===== config.mk =====
export PLATFORM = sky130hd
export DESIGN_NAME = gpio_dp_port
export DESIGN_NICKNAME = d
export VERILOG_FILES = /design/src/rtl/gpio_dp_pkg.sv /design/src/rtl/gpio_dp_window.sv /design/src/rtl/gpio_dp_pinmux.sv /design/src/rtl/gpio_dp_port.sv
export SDC_FILE = /design/constraint.sdc
export NUM_CORES = 1
export LEC_CHECK = 0
export BUFFER_PORTS_ARGS = -buffer_cell sky130_fd_sc_hd__buf_2
export CAP_MARGIN = 20
export CELL_PAD_IN_SITES_DETAIL_PLACEMENT = 1
export CELL_PAD_IN_SITES_GLOBAL_PLACEMENT = 2
export CORE_AREA = 2 2 218 220
export DETAILED_ROUTE_END_ITERATION = 7
export DIE_AREA = 0 0 220 222
export MAX_ROUTING_LAYER = met4
export PLACE_DENSITY = 0.87
export SYNTH_ARGS = -nofsm -noshare
export SYNTH_HDL_FRONTEND = slang
export SYNTH_HIERARCHICAL = 1
export SYNTH_SLANG_ARGS = --single-unit

===== constraint.sdc =====
create_clock -name clk -period 2.9 [get_ports clk]
set_input_delay 0.87 -clock clk [delete_from_list [all_inputs] [get_ports clk]]
set_output_delay 0.87 -clock clk [all_outputs]
set_load 0.05 [all_outputs]

===== src/rtl/gpio_dp_pkg.sv =====
package gpio_dp_pkg;
  localparam int ADDR_W = 7;

  // legacy window, offsets within the low 5 address bits
  localparam logic [4:0] L_PIN = 5'h00;
  localparam logic [4:0] L_SET = 5'h04;
  localparam logic [4:0] L_DIR = 5'h08;
  localparam logic [4:0] L_CLR = 5'h0C;

  // fast window, offsets within the low 5 address bits
  localparam logic [4:0] F_DIR  = 5'h00;
  localparam logic [4:0] F_MASK = 5'h10;
  localparam logic [4:0] F_PIN  = 5'h14;
  localparam logic [4:0] F_SET  = 5'h18;
  localparam logic [4:0] F_CLR  = 5'h1C;

  // configuration registers, offsets within the low 5 address bits
  localparam logic [4:0] C_MODE  = 5'h00;
  localparam logic [4:0] C_FSEL0 = 5'h04;
  localparam logic [4:0] C_FSEL1 = 5'h08;

  // window chosen by address bits 6:5
  typedef enum logic [1:0] {
    WIN_LEGACY = 2'b00,
    WIN_FAST   = 2'b01,
    WIN_CFG    = 2'b10,
    WIN_NONE   = 2'b11
  } win_e;
endpackage


===== src/rtl/gpio_dp_window.sv =====
module gpio_dp_window
  import gpio_dp_pkg::*;
#(
  parameter int N    = 32,
  parameter bit FAST = 1'b0,
  localparam int BEW = N / 8
) (
  input  logic           wr_en,
  input  logic [4:0]     off,
  input  logic [N-1:0]   wdata,
  input  logic [BEW-1:0] be,
  input  logic [N-1:0]   latch_q,
  input  logic [N-1:0]   dir_q,
  input  logic [N-1:0]   mask_q,
  input  logic [N-1:0]   pins_in,
  output logic [N-1:0]   latch_d,
  output logic [N-1:0]   dir_d,
  output logic [N-1:0]   mask_d,
  output logic [N-1:0]   rdata
);
  generate
    if (FAST) begin : g_fast
      logic [N-1:0] bmask;
      logic [N-1:0] live;
      for (genvar b = 0; b < BEW; b++) begin : g_be
        assign bmask[8*b +: 8] = {8{be[b]}};
      end
      assign live = bmask & ~mask_q;

      always_comb begin
        latch_d = latch_q;
        dir_d   = dir_q;
        mask_d  = mask_q;
        rdata   = '0;
        unique case (off)
          F_DIR: begin
            rdata = dir_q;
            if (wr_en) dir_d = (dir_q & ~bmask) | (wdata & bmask);
          end
          F_MASK: begin
            rdata = mask_q;
            if (wr_en) mask_d = (mask_q & ~bmask) | (wdata & bmask);
          end
          F_PIN: begin
            rdata = pins_in & ~mask_q;
            if (wr_en) latch_d = (latch_q & ~live) | (wdata & live);
          end
          F_SET: begin
            rdata = latch_q;
            if (wr_en) latch_d = latch_q | (wdata & live);
          end
          F_CLR: begin
            if (wr_en) latch_d = latch_q & ~(wdata & live);
          end
          default: ;
        endcase
      end
    end else begin : g_legacy
      always_comb begin
        latch_d = latch_q;
        dir_d   = dir_q;
        mask_d  = mask_q;
        rdata   = '0;
        unique case (off)
          L_PIN: begin
            rdata = pins_in;
            if (wr_en) latch_d = wdata;
          end
          L_SET: begin
            rdata = latch_q;
            if (wr_en) latch_d = latch_q | wdata;
          end
          L_DIR: begin
            rdata = dir_q;
            if (wr_en) dir_d = wdata;
          end
          L_CLR: begin
            if (wr_en) latch_d = latch_q & ~wdata;
          end
          default: ;
        endcase
      end
      logic unused_be;
      assign unused_be = ^be;
    end
  endgenerate
endmodule


===== src/rtl/gpio_dp_pinmux.sv =====
module gpio_dp_pinmux #(
  parameter int N    = 32,
  parameter int SELW = 2,
  localparam int NALT = (1 << SELW) - 1
) (
  input  logic [SELW*N-1:0] fsel,
  input  logic [N-1:0]      latch_q,
  input  logic [N-1:0]      dir_q,
  input  logic [NALT*N-1:0] alt_out,
  input  logic [NALT*N-1:0] alt_oe,
  output logic [N-1:0]      pin_out,
  output logic [N-1:0]      pin_oe
);
  for (genvar i = 0; i < N; i++) begin : g_pin
    logic [SELW-1:0] sel;
    assign sel = fsel[SELW*i +: SELW];
    always_comb begin
      pin_out[i] = latch_q[i];
      pin_oe[i]  = dir_q[i];
      for (int k = 1; k <= NALT; k++) begin
        if (sel == SELW'(k)) begin
          pin_out[i] = alt_out[(k-1)*N + i];
          pin_oe[i]  = alt_oe[(k-1)*N + i];
        end
      end
    end
  end
endmodule


===== src/rtl/gpio_dp_port.sv =====
module gpio_dp_port
  import gpio_dp_pkg::*;
#(
  parameter int N    = 32,
  parameter int SELW = 2,
  localparam int BEW  = N / 8,
  localparam int NALT = (1 << SELW) - 1,
  localparam int FSW  = SELW * N
) (
  input  logic              clk,
  input  logic              rst_n,
  input  logic              req_valid,
  output logic              req_ready,
  input  logic              req_write,
  input  logic [ADDR_W-1:0] req_addr,
  input  logic [N-1:0]      req_wdata,
  input  logic [BEW-1:0]    req_be,
  output logic              rsp_valid,
  output logic [N-1:0]      rsp_rdata,
  input  logic [N-1:0]      pins_in,
  output logic [N-1:0]      pin_out,
  output logic [N-1:0]      pin_oe,
  input  logic [NALT*N-1:0] alt_out,
  input  logic [NALT*N-1:0] alt_oe
);
  logic [N-1:0]   latch_q, dir_q, mask_q;
  logic [FSW-1:0] fsel_q;
  logic           mode_q;

  win_e       win;
  logic [4:0] off;
  logic       wr_acc;
  assign win       = win_e'(req_addr[6:5]);
  assign off       = req_addr[4:0];
  assign wr_acc    = req_valid && req_write;
  assign req_ready = 1'b1;

  logic         leg_wr, fst_wr;
  logic [N-1:0] leg_latch, leg_dir, leg_mask, leg_rd;
  logic [N-1:0] fst_latch, fst_dir, fst_mask, fst_rd;
  assign leg_wr = wr_acc && (win == WIN_LEGACY) && !mode_q;
  assign fst_wr = wr_acc && (win == WIN_FAST) && mode_q;

  gpio_dp_window #(.N(N), .FAST(1'b0)) u_leg (
    .wr_en(leg_wr), .off(off), .wdata(req_wdata), .be(req_be),
    .latch_q(latch_q), .dir_q(dir_q), .mask_q(mask_q), .pins_in(pins_in),
    .latch_d(leg_latch), .dir_d(leg_dir), .mask_d(leg_mask), .rdata(leg_rd)
  );

  gpio_dp_window #(.N(N), .FAST(1'b1)) u_fst (
    .wr_en(fst_wr), .off(off), .wdata(req_wdata), .be(req_be),
    .latch_q(latch_q), .dir_q(dir_q), .mask_q(mask_q), .pins_in(pins_in),
    .latch_d(fst_latch), .dir_d(fst_dir), .mask_d(fst_mask), .rdata(fst_rd)
  );

  // configuration registers: strobe-aware, writable in either mode
  logic [N-1:0] bmask;
  for (genvar b = 0; b < BEW; b++) begin : g_cbe
    assign bmask[8*b +: 8] = {8{req_be[b]}};
  end

  logic           cfg_wr;
  logic [FSW-1:0] fsel_d;
  logic           mode_d;
  logic [N-1:0]   cfg_rd;
  assign cfg_wr = wr_acc && (win == WIN_CFG);

  always_comb begin
    fsel_d = fsel_q;
    mode_d = mode_q;
    cfg_rd = '0;
    unique case (off)
      C_MODE: begin
        cfg_rd[0] = mode_q;
        if (cfg_wr && req_be[0]) mode_d = req_wdata[0];
      end
      C_FSEL0: begin
        cfg_rd = fsel_q[N-1:0];
        if (cfg_wr) fsel_d[N-1:0] = (fsel_q[N-1:0] & ~bmask) | (req_wdata & bmask);
      end
      C_FSEL1: begin
        cfg_rd = fsel_q[FSW-1:N];
        if (cfg_wr) fsel_d[FSW-1:N] = (fsel_q[FSW-1:N] & ~bmask) | (req_wdata & bmask);
      end
      default: ;
    endcase
  end

  logic [N-1:0] rd_mux;
  always_comb begin
    unique case (win)
      WIN_LEGACY: rd_mux = leg_rd;
      WIN_FAST:   rd_mux = fst_rd;
      WIN_CFG:    rd_mux = cfg_rd;
      default:    rd_mux = '0;
    endcase
  end

  always_ff @(posedge clk or negedge rst_n) begin
    if (!rst_n) begin
      latch_q   <= '0;
      dir_q     <= '0;
      mask_q    <= '0;
      fsel_q    <= '0;
      mode_q    <= 1'b0;
      rsp_valid <= 1'b0;
      rsp_rdata <= '0;
    end else begin
      if (mode_q) begin
        latch_q <= fst_latch;
        dir_q   <= fst_dir;
        mask_q  <= fst_mask;
      end else begin
        latch_q <= leg_latch;
        dir_q   <= leg_dir;
        mask_q  <= leg_mask;
      end
      fsel_q    <= fsel_d;
      mode_q    <= mode_d;
      rsp_valid <= req_valid && !req_write;
      if (req_valid && !req_write) rsp_rdata <= rd_mux;
    end
  end

  gpio_dp_pinmux #(.N(N), .SELW(SELW)) u_mux (
    .fsel(fsel_q), .latch_q(latch_q), .dir_q(dir_q),
    .alt_out(alt_out), .alt_oe(alt_oe), .pin_out(pin_out), .pin_oe(pin_oe)
  );

  // response channel behaviour
  p_read_rsp_r2: assert property (@(posedge clk) disable iff (!rst_n)
    (req_valid && !req_write) |=> rsp_valid);
  p_write_quiet_r2: assert property (@(posedge clk) disable iff (!rst_n)
    (req_valid && req_write) |=> !rsp_valid);

  // set only raises, clear only lowers
  p_set_rise_r3: assert property (@(posedge clk) disable iff (!rst_n)
    (leg_wr && off == L_SET) |=> (($past(latch_q) & ~latch_q) == '0));
  p_clr_fall_r3: assert property (@(posedge clk) disable iff (!rst_n)
    (leg_wr && off == L_CLR) |=> ((latch_q & ~$past(latch_q)) == '0));

  // masked pins untouched by fast latch writes
  p_mask_guard_r6: assert property (@(posedge clk) disable iff (!rst_n)
    (fst_wr && (off == F_PIN || off == F_SET || off == F_CLR))
      |=> (((latch_q ^ $past(latch_q)) & $past(mask_q)) == '0));

  // writes to the inactive window change nothing
  p_idle_window_r10: assert property (@(posedge clk) disable iff (!rst_n)
    (wr_acc && ((win == WIN_LEGACY && mode_q) || (win == WIN_FAST && !mode_q)))
      |=> ($stable(latch_q) && $stable(dir_q) && $stable(mask_q)));
endmodule


Word-level counts from Yosys, hierarchy flattened

Index checks and enable logic that the tools add are counted.

Logic and storage cells: 376
Bits in registers: 194
Output and inout port bits: 98

Equality and inequality tests: 114
Reductions and logical operators: 21
Multiplexer cells: 210
Bitwise operators: 23

Operators by type and width:

| kind                 | number |
|---|---|
| $pmux W32 S3         | 4 |
| $and A32 B32 Y32     | 11 |
| $mux W32             | 11 |
| $or A32 B32 Y32      | 7 |
| $mux W1              | 192 |
| $not A32 Y32         | 5 |
| $eq A2 B2 Y1 const B | 65 |
| $pmux W32 S4         | 1 |
| $eq A2 B1 Y1 const B | 33 |
| $pmux W31 S2         | 1 |
| $eq A5 B5 Y1 const B | 4 |
| $ne A3 B3 Y1 const B | 6 |
| $eq A5 B4 Y1 const B | 2 |
| $logic_and A1 B1 Y1  | 8 |
| $reduce_and A8 Y1    | 1 |
| $reduce_and A2 Y1    | 3 |
| $eq A5 B3 Y1 const B | 1 |
| $logic_not A5 Y1     | 1 |
| $ne A2 B1 Y1 const B | 2 |
| $ne A4 B1 Y1 const B | 1 |
| $reduce_and A4 Y1    | 1 |
| $reduce_bool A2 Y1   | 2 |
| $reduce_bool A4 Y1   | 1 |
| $pmux W1 S3          | 1 |
| other kinds (3)      | 4 |

Depth between registers and ports, before layout

Gate-level depths: netlist (run 1).

Word-level depth: 8
Mapped depth: 9
Depth with buffers taken out: 6

Hierarchy

Netlist (run 1), hierarchy kept.

Modules (own cells, without submodules):

| module                  | area each (µm²) | instances | cells each |
|---|---|---|---|
| gpio_dp_port            | 8102.8          | 1         | 560 |
| gpio_dp_window at u_fst | 2902.8          | 1         | 369 |
| gpio_dp_window at u_leg | 2037.0          | 1         | 258 |
| gpio_dp_pinmux          | 1681.6          | 1         | 64 |

Least setup slack after synthesis (run 1)

No wires, ideal clock.

Path kind: in2reg
Start point: input req_addr[5]
End point: register dir_q[31]
Stages on the path: 9
Required time: 2.775 ns
Path slack: -0.476 ns
Arrival time: 3.252 ns
Cells stage by stage: buf_2 > buf_1 > nand2_1 > nor3_1 > clkbuf_1 > nand2_1 > nor3_4 > mux2_2 > mux2_2

Cells in the longest elaborated chain, start to end: 5
Elaborated cells on any way between the ends: 9

RTL lines:

| what                              | RTL line            | source |
|---|---|---|
| start, declared                   | gpio_dp_port.sv:15  | `input logic [ADDR_W-1:0] req_addr,` |
| $eq A2 B1 Y1                      | gpio_dp_port.sv:42  | `assign fst_wr = wr_acc && (win == WIN_FAST) && mode_q;` |
| $logic_and A1 B1 Y1 (2 in series) | gpio_dp_port.sv:42  |  |
| named net fst_wr                  | gpio_dp_port.sv:38  | `logic leg_wr, fst_wr;` |
| $ne A2 B1 Y1 (no line)            | --                  |  |
| $reduce_and A4 Y1 (no line)       | --                  |  |
| end signal, assigned              | gpio_dp_port.sv:111 | `dir_q <= fst_dir;` |
| end signal, assigned              | gpio_dp_port.sv:115 | `dir_q <= leg_dir;` |
| end, declared                     | gpio_dp_port.sv:26  | `logic [N-1:0] latch_q, dir_q, mask_q;` |

The timed path passes the listed nets, and every way through them passes these cells.
A chain may end at the register's enable or synchronous reset.

==> results by group, run 1 <==
Status
  – Status: complete, no violations

Yosys
  – Synthesized cell area: approximately 15000 um^2
  – Synth Flop Type: dfrtp_1
  – Unique masters post-synth: 46
  – Synth Area per Inst: 11.8 um^2
  – Synth Register Bits: 194
  – Synthesized Nets: 1522
  – Fraction of registers with async set/reset: between 90% and 100%
  – Mapped Cells: 1251
  – Sequential fraction of the synthesis area: about 33%
  – Yosys Warn Count: 6
  – Post-synth EDFFs: 0

Die
  – Number of placed I/O pins: 369
  – Cell Rows: 79
  – Chip Width: between 200 and 250 um
  – Die area: 48800 um^2
  – Placeable Area: around 46000 um^2
  – Initial Util: between 30% and 40%
  – Die height: 222 um

Drt
  – Routed len/inst: roughly 29 um
  – Starting DRT DRC Count: just over 1k
  – Via Count: around 13k
  – Number of nets still failing antenna checks after routing: 0
  – Pre-antenna DRT Iters: 5
  – Routed vias/inst: about 5.9
  – Wirelength, routed: between 60000 and 70000 um
  – Drt drc: 0

Place
  – Pre-CTS setup slack: -72.8 ps
  – Routability Congestion: roughly 0.83
  – DP HPWL: 47300 um
  – Port-buffer cells: about 370
  – DP Area: 17500 um^2

Critical path
  – R2R setup slack: between 500 and 600 ps
  – Critical-path top delay cell: mux4_1
  – Crit-path cells: mux4_1 > buf_2
  – R2r endpoint: dir_q[12]
  – Worst Setup End Kind: primary output
  – CP arrival: slightly below 2000 ps
  – CP max FO: 4
  – Setup Crit Path Kind: flip-flop to primary output
  – Crit path largest cell delay: between 600 and 700 ps
  – Reg2Reg Depth: 3
  – Worst reg2reg path startpoint: mode_q
  – Critical Path RT: ~2000 ps
  – CP startpoint kind: flip-flop
  – Critical path's top delay family: multiplexers
  – WP buf/inv: 1

Timing
  – Worst Skew: between 10 and 15 ps
  – RSZ-0062 raised after global routing: no
  – Final hold viol count: 0
  – Slew headroom: between 30% and 40%
  – Fin Setup TNS: 0 ps
  – Fmax: between 0.3 and 0.4 GHz
  – Final Slew Violations: 0
  – Setup violations, final: 0
  – Hold WS: between 300 and 400 ps
  – Fin crit share: between 90% and 100%
  – Post-route worst setup slack: 42.0 ps
  – Worst-Margin Slew: 943 ps
  – Final Critical Period: approximately 2900 ps

Clock network
  – Longest Clk Path Bufs: 2
  – Total CTS buffers: 17
  – CTS tree: built
  – Hold_buf cts: 0
  – H-tree depth: 4
  – Post-CTS Setup Inserts: 0
  – Clock Latency Late Sink: roughly 480 ps
  – Clk slew on worst S/H paths: about 80 ps
  – CTS root buf: clkbuf_16
  – CTS Sinks: around 190
  – CTS resizes: 1

Global route
  – Total grt overflow: 0
  – GRT Resource Usage Total: between 20% and 30%
  – Initial antenna violation count: 14
  – Number of global-route vias before repair: roughly 14k
  – Largest net degree at the start of global routing: 74
  – First-pass GRT wire length: just over 90000 um

Pwr
  – Pwr dens: approximately 420 nW/um^2
  – P_leak: 0.00892 uW
  – Power Total: 7620 uW
  – VDD IR max: 456 uV

Hold path
  – Hold WC Path Type: input pin to asynchronous set/reset pin

Layout
  – Layout cells sized above 1: 46.0%
  – Area Overhead vs Synth: 23.2%
  – Nets@finish: between 1.5k and 2k
  – Fin area: roughly 18000 um^2

Run
  – Maxcap violations: 0
per-stage QoR:
stage / util (%) / instances
after floorplan: - / 1251
after global placement: 37.9 / 2178
after detailed placement: 37.9 / 2178
after CTS: 39.2 / 2210
after global routing: 39.2 / 2219
final: 39.2 / 2220
layout by cell type (no fill, tap or decap), types with 3 or more instances in the layout:
master	n
a221o_1	32
o221ai_1	19
buf_2	364
a22oi_1	18
inv_6	8
dfrtp_1	192
clkinv_4	3
buf_4	66
nand2b_1	64
nor2b_1	32
o21ai_1	4
nand2_1	23
o41ai_1	32
buf_12	13
mux2_2	227
mux2i_1	97
mux4_1	64
a22o_1	32
nand2_2	3
nand3_1	45
xor2_1	33
mux2_1	30
nor3_4	5
nand4_1	34
o21ai_0	28
clkbuf_16	17
nor2_1	33
a2bb2oi_1	14
nand4_2	8
o2bb2ai_1	32
diode_2	10
kinds of logic after synthesis:
group / count (synthesis) / synth area share (%)
muxes: 418 / 37.7
and+or+nand+nor: 268 / 11.2
AOI/OAI and AO/OA: 211 / 11.9
DFF: 194 / 33.0
buffers and inverters: 126 / 4.34
xor gates and xnor gates: 33 / 1.96
other: 1 / 0.0255
routing by layer:
layer	up-vias	global-route usage [%]	part of all wire, %
met2	508	42.5	48
met5	-	-	0
met4	0	9.05	2.9
met3	96	4.91	6.3
li1	5640	-	-
met1	6866	33.8	43
worst max path at each step:
stage                     slack, ps           to   startpoint  depth (start not counted)
final                            40  pin_out[15]    flip-flop                          2
after global routing            0.6   pin_oe[12]    flip-flop                          2
after CTS                         8   pin_oe[12]    flip-flop                          2
after detailed placement        -70     dir_q[6]  req_addr[2]                          7
after global placement          -40     dir_q[5]  req_addr[2]                          7
after floorplan                  40    dir_q[31]  req_addr[5]                          9
area by class of cell:
type,count,area (um^2)
Antenna cell,10,25.0
Clock buffer,18,439
Clock inverter,14,164
Fill cell,5091,28100
Inverter,2,7.51
Multi-Input combinational cell,931,9290
Sequential cell,194,4860
Tap cell,607,759
Timing Repair Buffer,444,2590
power breakdown:
part | internal (uW) | total (uW) | switching, uW
Combinational | 775 | 1960 | 1180
Clock | 1320 | 2540 | 1220
Sequential | 2840 | 3120 | 279
worst reg2reg max path, cell delays in order, from the launching register on:
cell     delay [ps]
dfrtp_4         420
buf_4           490
buf_4           840
mux2_2          480
synth_stat cells (2+ instances only):
master / count / share of area, %
o2bb2ai_1: 32 / 1.9
a22o_1: 32 / 1.9
a2bb2oi_1: 14 / 0.83
xor2_1: 33 / 2.0
mux2_1: 30 / 2.3
a221o_1: 32 / 2.2
a22oi_1: 18 / 0.92
buf_1: 12 / 0.31
mux2i_1: 97 / 6.6
nor2b_1: 34 / 1.4
o41ai_1: 32 / 1.9
o21ai_1: 4 / 0.14
mux4_1: 64 / 11
nor2_1: 33 / 0.84
o21ai_0: 28 / 0.95
buf_2: 13 / 0.44
mux2_2: 227 / 17
and3b_1: 2 / 0.12
clkbuf_1: 61 / 1.6
buf_6: 2 / 0.15
or4_1: 2 / 0.10
nand4_2: 8 / 0.68
buf_4: 36 / 1.8
inv_1: 2 / 0.051
nor3_4: 5 / 0.55
nand3_1: 45 / 1.5
nand4_1: 34 / 1.4
nand2b_1: 66 / 2.8
nand2_1: 25 / 0.64
dfrtp_1: 194 / 33
o221ai_1: 19 / 1.1
Power figures use the tool's default switching activity.
==> run 2: changes to the inputs <==
--- a/config.mk
+++ b/config.mk
@@ -7,7 +7,7 @@
 export LEC_CHECK = 0
 export BUFFER_PORTS_ARGS = -buffer_cell sky130_fd_sc_hd__buf_2
 export CAP_MARGIN = 20
-export CELL_PAD_IN_SITES_DETAIL_PLACEMENT = 1
+export CELL_PAD_IN_SITES_DETAIL_PLACEMENT = 2
 export CELL_PAD_IN_SITES_GLOBAL_PLACEMENT = 2
 export CORE_AREA = 2 2 218 220
 export DETAILED_ROUTE_END_ITERATION = 7
==> results by group, run 2 (synthesized netlist as in run 1, its figures left out) <==
Timing
  – Fmax: 0.345 GHz (-1.4%)
  – Fin crit share: 100% (+1.4 points)
  – Setup violations, final: 0 (unchanged)
  – RSZ-0062 raised after global routing: no
  – Hold WS: 333 ps (-13.6 ps)
  – Final hold viol count: 0 (unchanged)
  – Worst Skew: 17.0 ps (+5.28 ps)
  – Worst-Margin Slew: 947 ps (+3.79 ps)
  – Slew headroom: 36.9% (-0.25 points)
  – Final Critical Period: 2900 ps (+41.3 ps)
  – Fin Setup TNS: 0 ps (unchanged)
  – Final Slew Violations: 0 (unchanged)

Drt
  – Routed vias/inst: 6.09 (+3.2%)
  – Number of nets still failing antenna checks after routing: 0 (unchanged)
  – Drt drc: 0 (unchanged)
  – Starting DRT DRC Count: 971 (-5.4%)
  – Wirelength, routed: 69100 um (+8.2%)
  – Routed len/inst: 31.1 um (+8.3%)
  – Pre-antenna DRT Iters: 5 (unchanged)
  – Via Count: 13.5k (+3.1%)

Global route
  – GRT Resource Usage Total: 28.9% (+2.3 points)
  – Total grt overflow: 0 (unchanged)
  – First-pass GRT wire length: 100000 um (+8.0%)
  – Initial antenna violation count: 9 (-5)
  – Number of global-route vias before repair: 15.0k (+7.9%)
  – Largest net degree at the start of global routing: 74 (unchanged)

Die
  – Chip Width: 220 um (unchanged)
  – Cell Rows: 79 (unchanged)
  – Placeable Area: 46300 um^2 (unchanged)
  – Die height: 222 um (unchanged)
  – Number of placed I/O pins: 369 (unchanged)
  – Initial Util: 31.8% (unchanged)
  – Die area: 48800 um^2 (unchanged)

Clock network
  – Post-CTS Setup Inserts: 0 (unchanged)
  – CTS Sinks: 194 (unchanged)
  – Hold_buf cts: 0 (unchanged)
  – Clk slew on worst S/H paths: 90 ps (about the same)
  – CTS tree: built
  – Total CTS buffers: 17 (unchanged)
  – Clock Latency Late Sink: 490 ps (about the same)
  – Longest Clk Path Bufs: 2 (unchanged)
  – CTS resizes: 1 (unchanged)
  – H-tree depth: 4 (unchanged)
  – CTS root buf: clkbuf_16

Place
  – Placed Instances: 2178 (unchanged)
  – Routability Congestion: 0.825 (unchanged)
  – DP HPWL: 50600 um (+6.9%)
  – Port-buffer cells: 367 (unchanged)
  – DP Area: 17500 um^2 (unchanged)

Layout
  – Area Overhead vs Synth: 22.9%
  – Most common cell after layout, fill and taps aside: buf_2
  – Layout cells sized above 1: 45.9% (-0.062 points)
  – Number of fill cells in the layout: 4858 (-4.6%)
  – Fin area: 18100 um^2 (-0.28%)
  – Final Non-Filler Cells: 2218 (-0.090%)
  – Most frequent cells in the layout: buf_2 (364), mux2_2 (227), dfrtp_1 (192), mux2i_1 (97), buf_4 (66)
  – Final Core Density: 39.1% (-0.11 points)
  – Nets@finish: 1861 (unchanged)

Status
  – Status: complete, no violations

Critical path
  – WP buf/inv: 1 (unchanged)
  – Setup Crit Path Kind: flip-flop to primary output
  – Crit-path cells: mux4_1 > buf_2
  – CP arrival: 2030 ps (+40 ps)
  – Critical path's top delay family: multiplexers
  – Critical-path top delay cell: mux4_1
  – Worst Setup End Kind: primary output
  – CP startpoint kind: flip-flop
  – Critical Path RT: 2030 ps (about the same)
  – Crit path largest cell delay: 700 ps (+50 ps)
  – CP max FO: 4 (unchanged)

Pwr
  – P_leak: 0.00891 uW (-0.18%)
  – Pwr dens: 416 nW/um^2 (-0.88%)
  – VDD IR max: 408 uV (-11%)

Hold path
  – Hold WC Path Type: input pin to asynchronous set/reset pin

Run
  – Maxcap violations: 0 (unchanged)
[run 2: cell count changes in the layout (fill, tap and decap cells not counted)]
cell / before / now
bufinv_16: 2 / 0
diode_2: 10 / 8
inv_8: 0 / 2
clkbuf_1: 0 / 1
clkinv_2: 0 / 1
clkinvlp_4: 1 / 0
inv_6: 8 / 7
[run 2: worst paths after layout]
path                       slack (ps)  depth (start not counted)          start                    endpoint
max                               0.7                          2      flip-flop                 pin_out[21]
min                               330                          1          rst_n  asynchronous set/reset pin
max reg2reg                       510                          3         mode_q                 latch_q[17]
min reg2reg                       490                          2  rsp_rdata[28]               rsp_rdata[28]
max in group asynchronous        1720                          2          rst_n                 latch_q[19]
min in group clk                  490                          2  rsp_rdata[28]               rsp_rdata[28]
[run 2: layer usage]
metal	share of wire (%)	up-vias	GRT usage (%)
li1	-	5638	-
met1	41	7134	34.5
met2	49	610	47.3
met3	7.0	130	6.35
met4	3.6	0	11.1
met5	0	-	-
[run 2: area by class of cell]
cell class / count / area (um^2) / share of cell area, %
diodes: 8 / 20.0 / 0.111
inverters: 2 / 7.51 / 0.0415
clock buffers: 19 / 443 / 2.45
well taps: 607 / 759 / 4.20
multi-input cells: 931 / 9290 / 51.4
flip-flops and latches: 194 / 4860 / 26.9
repair buffers: 444 / 2590 / 14.3
clock inverters: 13 / 115 / 0.636
[run 2: where the power goes]
group | total (uW) | internal [uW] | leakage, uW | switching, uW
registers | 3120 | 2840 | 0.00268 | 287
clock network | 2410 | 1150 | 0.000278 | 1250
logic | 2000 | 776 | 0.00595 | 1220
total | 7530 | 4770 | 0.00891 | 2760
[run 2: through the flow]
step                power, uW  setup slack [ps]
CTS                      7560              9.97
global placement         5040             -44.3
detailed placement       5150             -92.9
finish                   7530             0.709
floorplan                4280              37.1
global route             7790              4.87
==> run 3: changes to the inputs <==
--- a/config.mk
+++ b/config.mk
@@ -9,11 +9,12 @@
 export CAP_MARGIN = 20
 export CELL_PAD_IN_SITES_DETAIL_PLACEMENT = 2
 export CELL_PAD_IN_SITES_GLOBAL_PLACEMENT = 2
-export CORE_AREA = 2 2 218 220
+export CORE_AREA = 2 2 215 217
+export CTS_BUF_LIST = sky130_fd_sc_hd__clkbuf_4 sky130_fd_sc_hd__clkbuf_8
 export DETAILED_ROUTE_END_ITERATION = 7
-export DIE_AREA = 0 0 220 222
+export DIE_AREA = 0 0 217 219
 export MAX_ROUTING_LAYER = met4
-export PLACE_DENSITY = 0.87
+export PLACE_DENSITY = 0.88
 export SYNTH_ARGS = -nofsm -noshare
 export SYNTH_HDL_FRONTEND = slang
 export SYNTH_HIERARCHICAL = 1
==> results by group, run 3 (synthesized netlist as in run 1, its figures left out) <==
Status
  – Status: complete, no violations

Layout
  – Final Core Density: 39.9% (+0.78 points)
  – Number of fill cells in the layout: 4711 (-3.0%)
  – Nets@finish: 1865 (+0.21%)
  – Most frequent cells in the layout: buf_2 (364), mux2_2 (227), dfrtp_1 (191), mux2i_1 (97), buf_4 (70)
  – Final Non-Filler Cells: 2216 (-0.090%)
  – Layout cells sized above 1: 46.2% (+0.32 points)
  – Most common cell after layout, fill and taps aside: buf_2
  – Area Overhead vs Synth: 22.1%

Timing
  – Post-route worst setup slack: 3.89 ps (+3.19 ps)
  – Slew headroom: 35.3% (-1.6 points)
  – Worst Skew: 21.7 ps (+4.68 ps)
  – Fmax: 0.345 GHz (+0.11%)
  – Setup violations, final: 0 (unchanged)
  – Fin crit share: 99.9% (-0.11 points)
  – Final Critical Period: 2900 ps (-3.19 ps)
  – Final Slew Violations: 0 (unchanged)
  – Fin Setup TNS: 0 ps (unchanged)
  – Final hold viol count: 0 (unchanged)
  – Worst-Margin Slew: 971 ps (+23.8 ps)
  – RSZ-0062 raised after global routing: no

Critical path
  – Critical Path RT: 2030 ps (about the same)
  – Reg2Reg Depth: 8 (+5)
  – Worst Setup End Kind: primary output
  – CP arrival: 2030 ps (about the same)
  – CP startpoint kind: flip-flop
  – Setup Crit Path Kind: flip-flop to primary output
  – R2R setup slack: 200 ps (-310 ps)
  – CP max FO: 4 (unchanged)

Place
  – Pre-CTS setup slack: -193 ps (-100 ps)
  – Routability Congestion: 0.859 (+4.1%)
  – Placed Instances: 2175 (-0.14%)
  – Port-buffer cells: 367 (unchanged)
  – DP HPWL: 54000 um (+6.7%)

Drt
  – Number of nets still failing antenna checks after routing: 0 (unchanged)
  – Drt drc: 0 (unchanged)
  – Starting DRT DRC Count: 1134 (+17%)
  – Wirelength, routed: 76500 um (+11%)
  – Pre-antenna DRT Iters: 5 (unchanged)
  – Routed vias/inst: 6.42 (+5.3%)
  – Routed len/inst: 34.5 um (+11%)
  – Via Count: 14.2k (+5.3%)

Pwr
  – P_leak: 0.00886 uW (-0.56%)
  – VDD IR max: 330 uV (-19%)
  – Power Total: 7290 uW (-3.1%)
  – Pwr dens: 406 nW/um^2 (-2.6%)

Global route
  – Largest net degree at the start of global routing: 66 (-11%)
  – Total grt overflow: 0 (unchanged)
  – GRT Resource Usage Total: 32.7% (+3.8 points)
  – Initial antenna violation count: 7 (-2)
  – Number of global-route vias before repair: 15.7k (+4.7%)
  – First-pass GRT wire length: 110000 um (+10%)

Clock network
  – Clk slew on worst S/H paths: 110 ps (+20 ps)
  – Clock Latency Late Sink: 540 ps (+50 ps)
  – Hold_buf cts: 0 (unchanged)
  – CTS resizes: 1 (unchanged)
  – Total CTS buffers: 17 (unchanged)
  – CTS tree: built
  – Post-CTS Setup Inserts: 0 (unchanged)
  – CTS root buf: clkbuf_8
  – H-tree depth: 4 (unchanged)
  – Longest Clk Path Bufs: 2 (unchanged)
  – CTS Sinks: 194 (unchanged)

Die
  – Die height: 219 um (-1.4%)
  – Number of placed I/O pins: 369 (unchanged)
  – Chip Width: 217 um (-1.4%)
  – Cell Rows: 78 (-1.3%)
  – Placeable Area: 45100 um^2 (-2.5%)
  – Die area: 47500 um^2 (-2.7%)
  – Initial Util: 32.7% (+0.83 points)

Hold path
  – Hold WC Path Type: input pin to asynchronous set/reset pin

Run
  – Maxcap violations: 0 (unchanged)
[run 3: cell count changes in the layout (fill, tap and decap cells not counted), sizes merged]
| cell | change |
|---|---|
| bufinv | +3 |
| clkbuf | +1 |
| clkinv | +3 |
| buf | +4 |
| diode | +1 |
| inv | -8 |
| clkinvlp | +1 |
[run 3: cell type report]
| class | count | area, um^2 | share of cell area, % |
|---|---|---|---|
| sequential | 194 | 4860 | 27.0 |
| antenna | 9 | 22.5 | 0.125 |
| inverter | 2 | 7.51 | 0.0417 |
| timing repair buffer | 448 | 2620 | 14.6 |
| clock inverter | 12 | 156 | 0.870 |
| clock buffer | 20 | 269 | 1.50 |
| multi-input combinational | 931 | 9300 | 51.7 |
| tap | 600 | 751 | 4.17 |
[run 3: final timing paths]
kind / start / end
worst max-delay path: flip-flop / pin_oe[15]
min in group clk: rsp_rdata[31] / rsp_rdata[31]
worst min register to register: rsp_rdata[31] / rsp_rdata[31]
max in group asynchronous: rst_n / rsp_rdata[6]
worst max register to register: mode_q / latch_q[27]
worst min-delay path: rst_n / dir_q[22]
[run 3: worst max-delay path: stages, from the launching register on]
cell	delay, ps
dfrtp_1	630
mux4_1	620
buf_2	230
[run 3: layer usage]
layer  vias to the layer above  track usage, %  wire length [um]
li1                       5640               -                 -
met1                      7472            37.8             29600
met2                       856            53.2             37400
met3                       254            5.03              5050
met4                         0            20.7              4440
met5                         -               -                 0
[run 3: through the flow]
stage | hold WS [ps] | cell area (um^2)
after detailed placement | 476 | 17500
after global placement | 471 | 17500
after floorplan | 529 | 14800
after global routing | 287 | 18000
final | 271 | 18000
after CTS | 266 | 18000
[run 3: power by group]
part	leakage (uW)	internal [uW]	total, uW	switching, uW
Sequential	0.00268	2840	3150	311
Clock	0.000217	912	2090	1170
Combinational	0.00596	779	2060	1280
Total	0.00886	4530	7290	2770
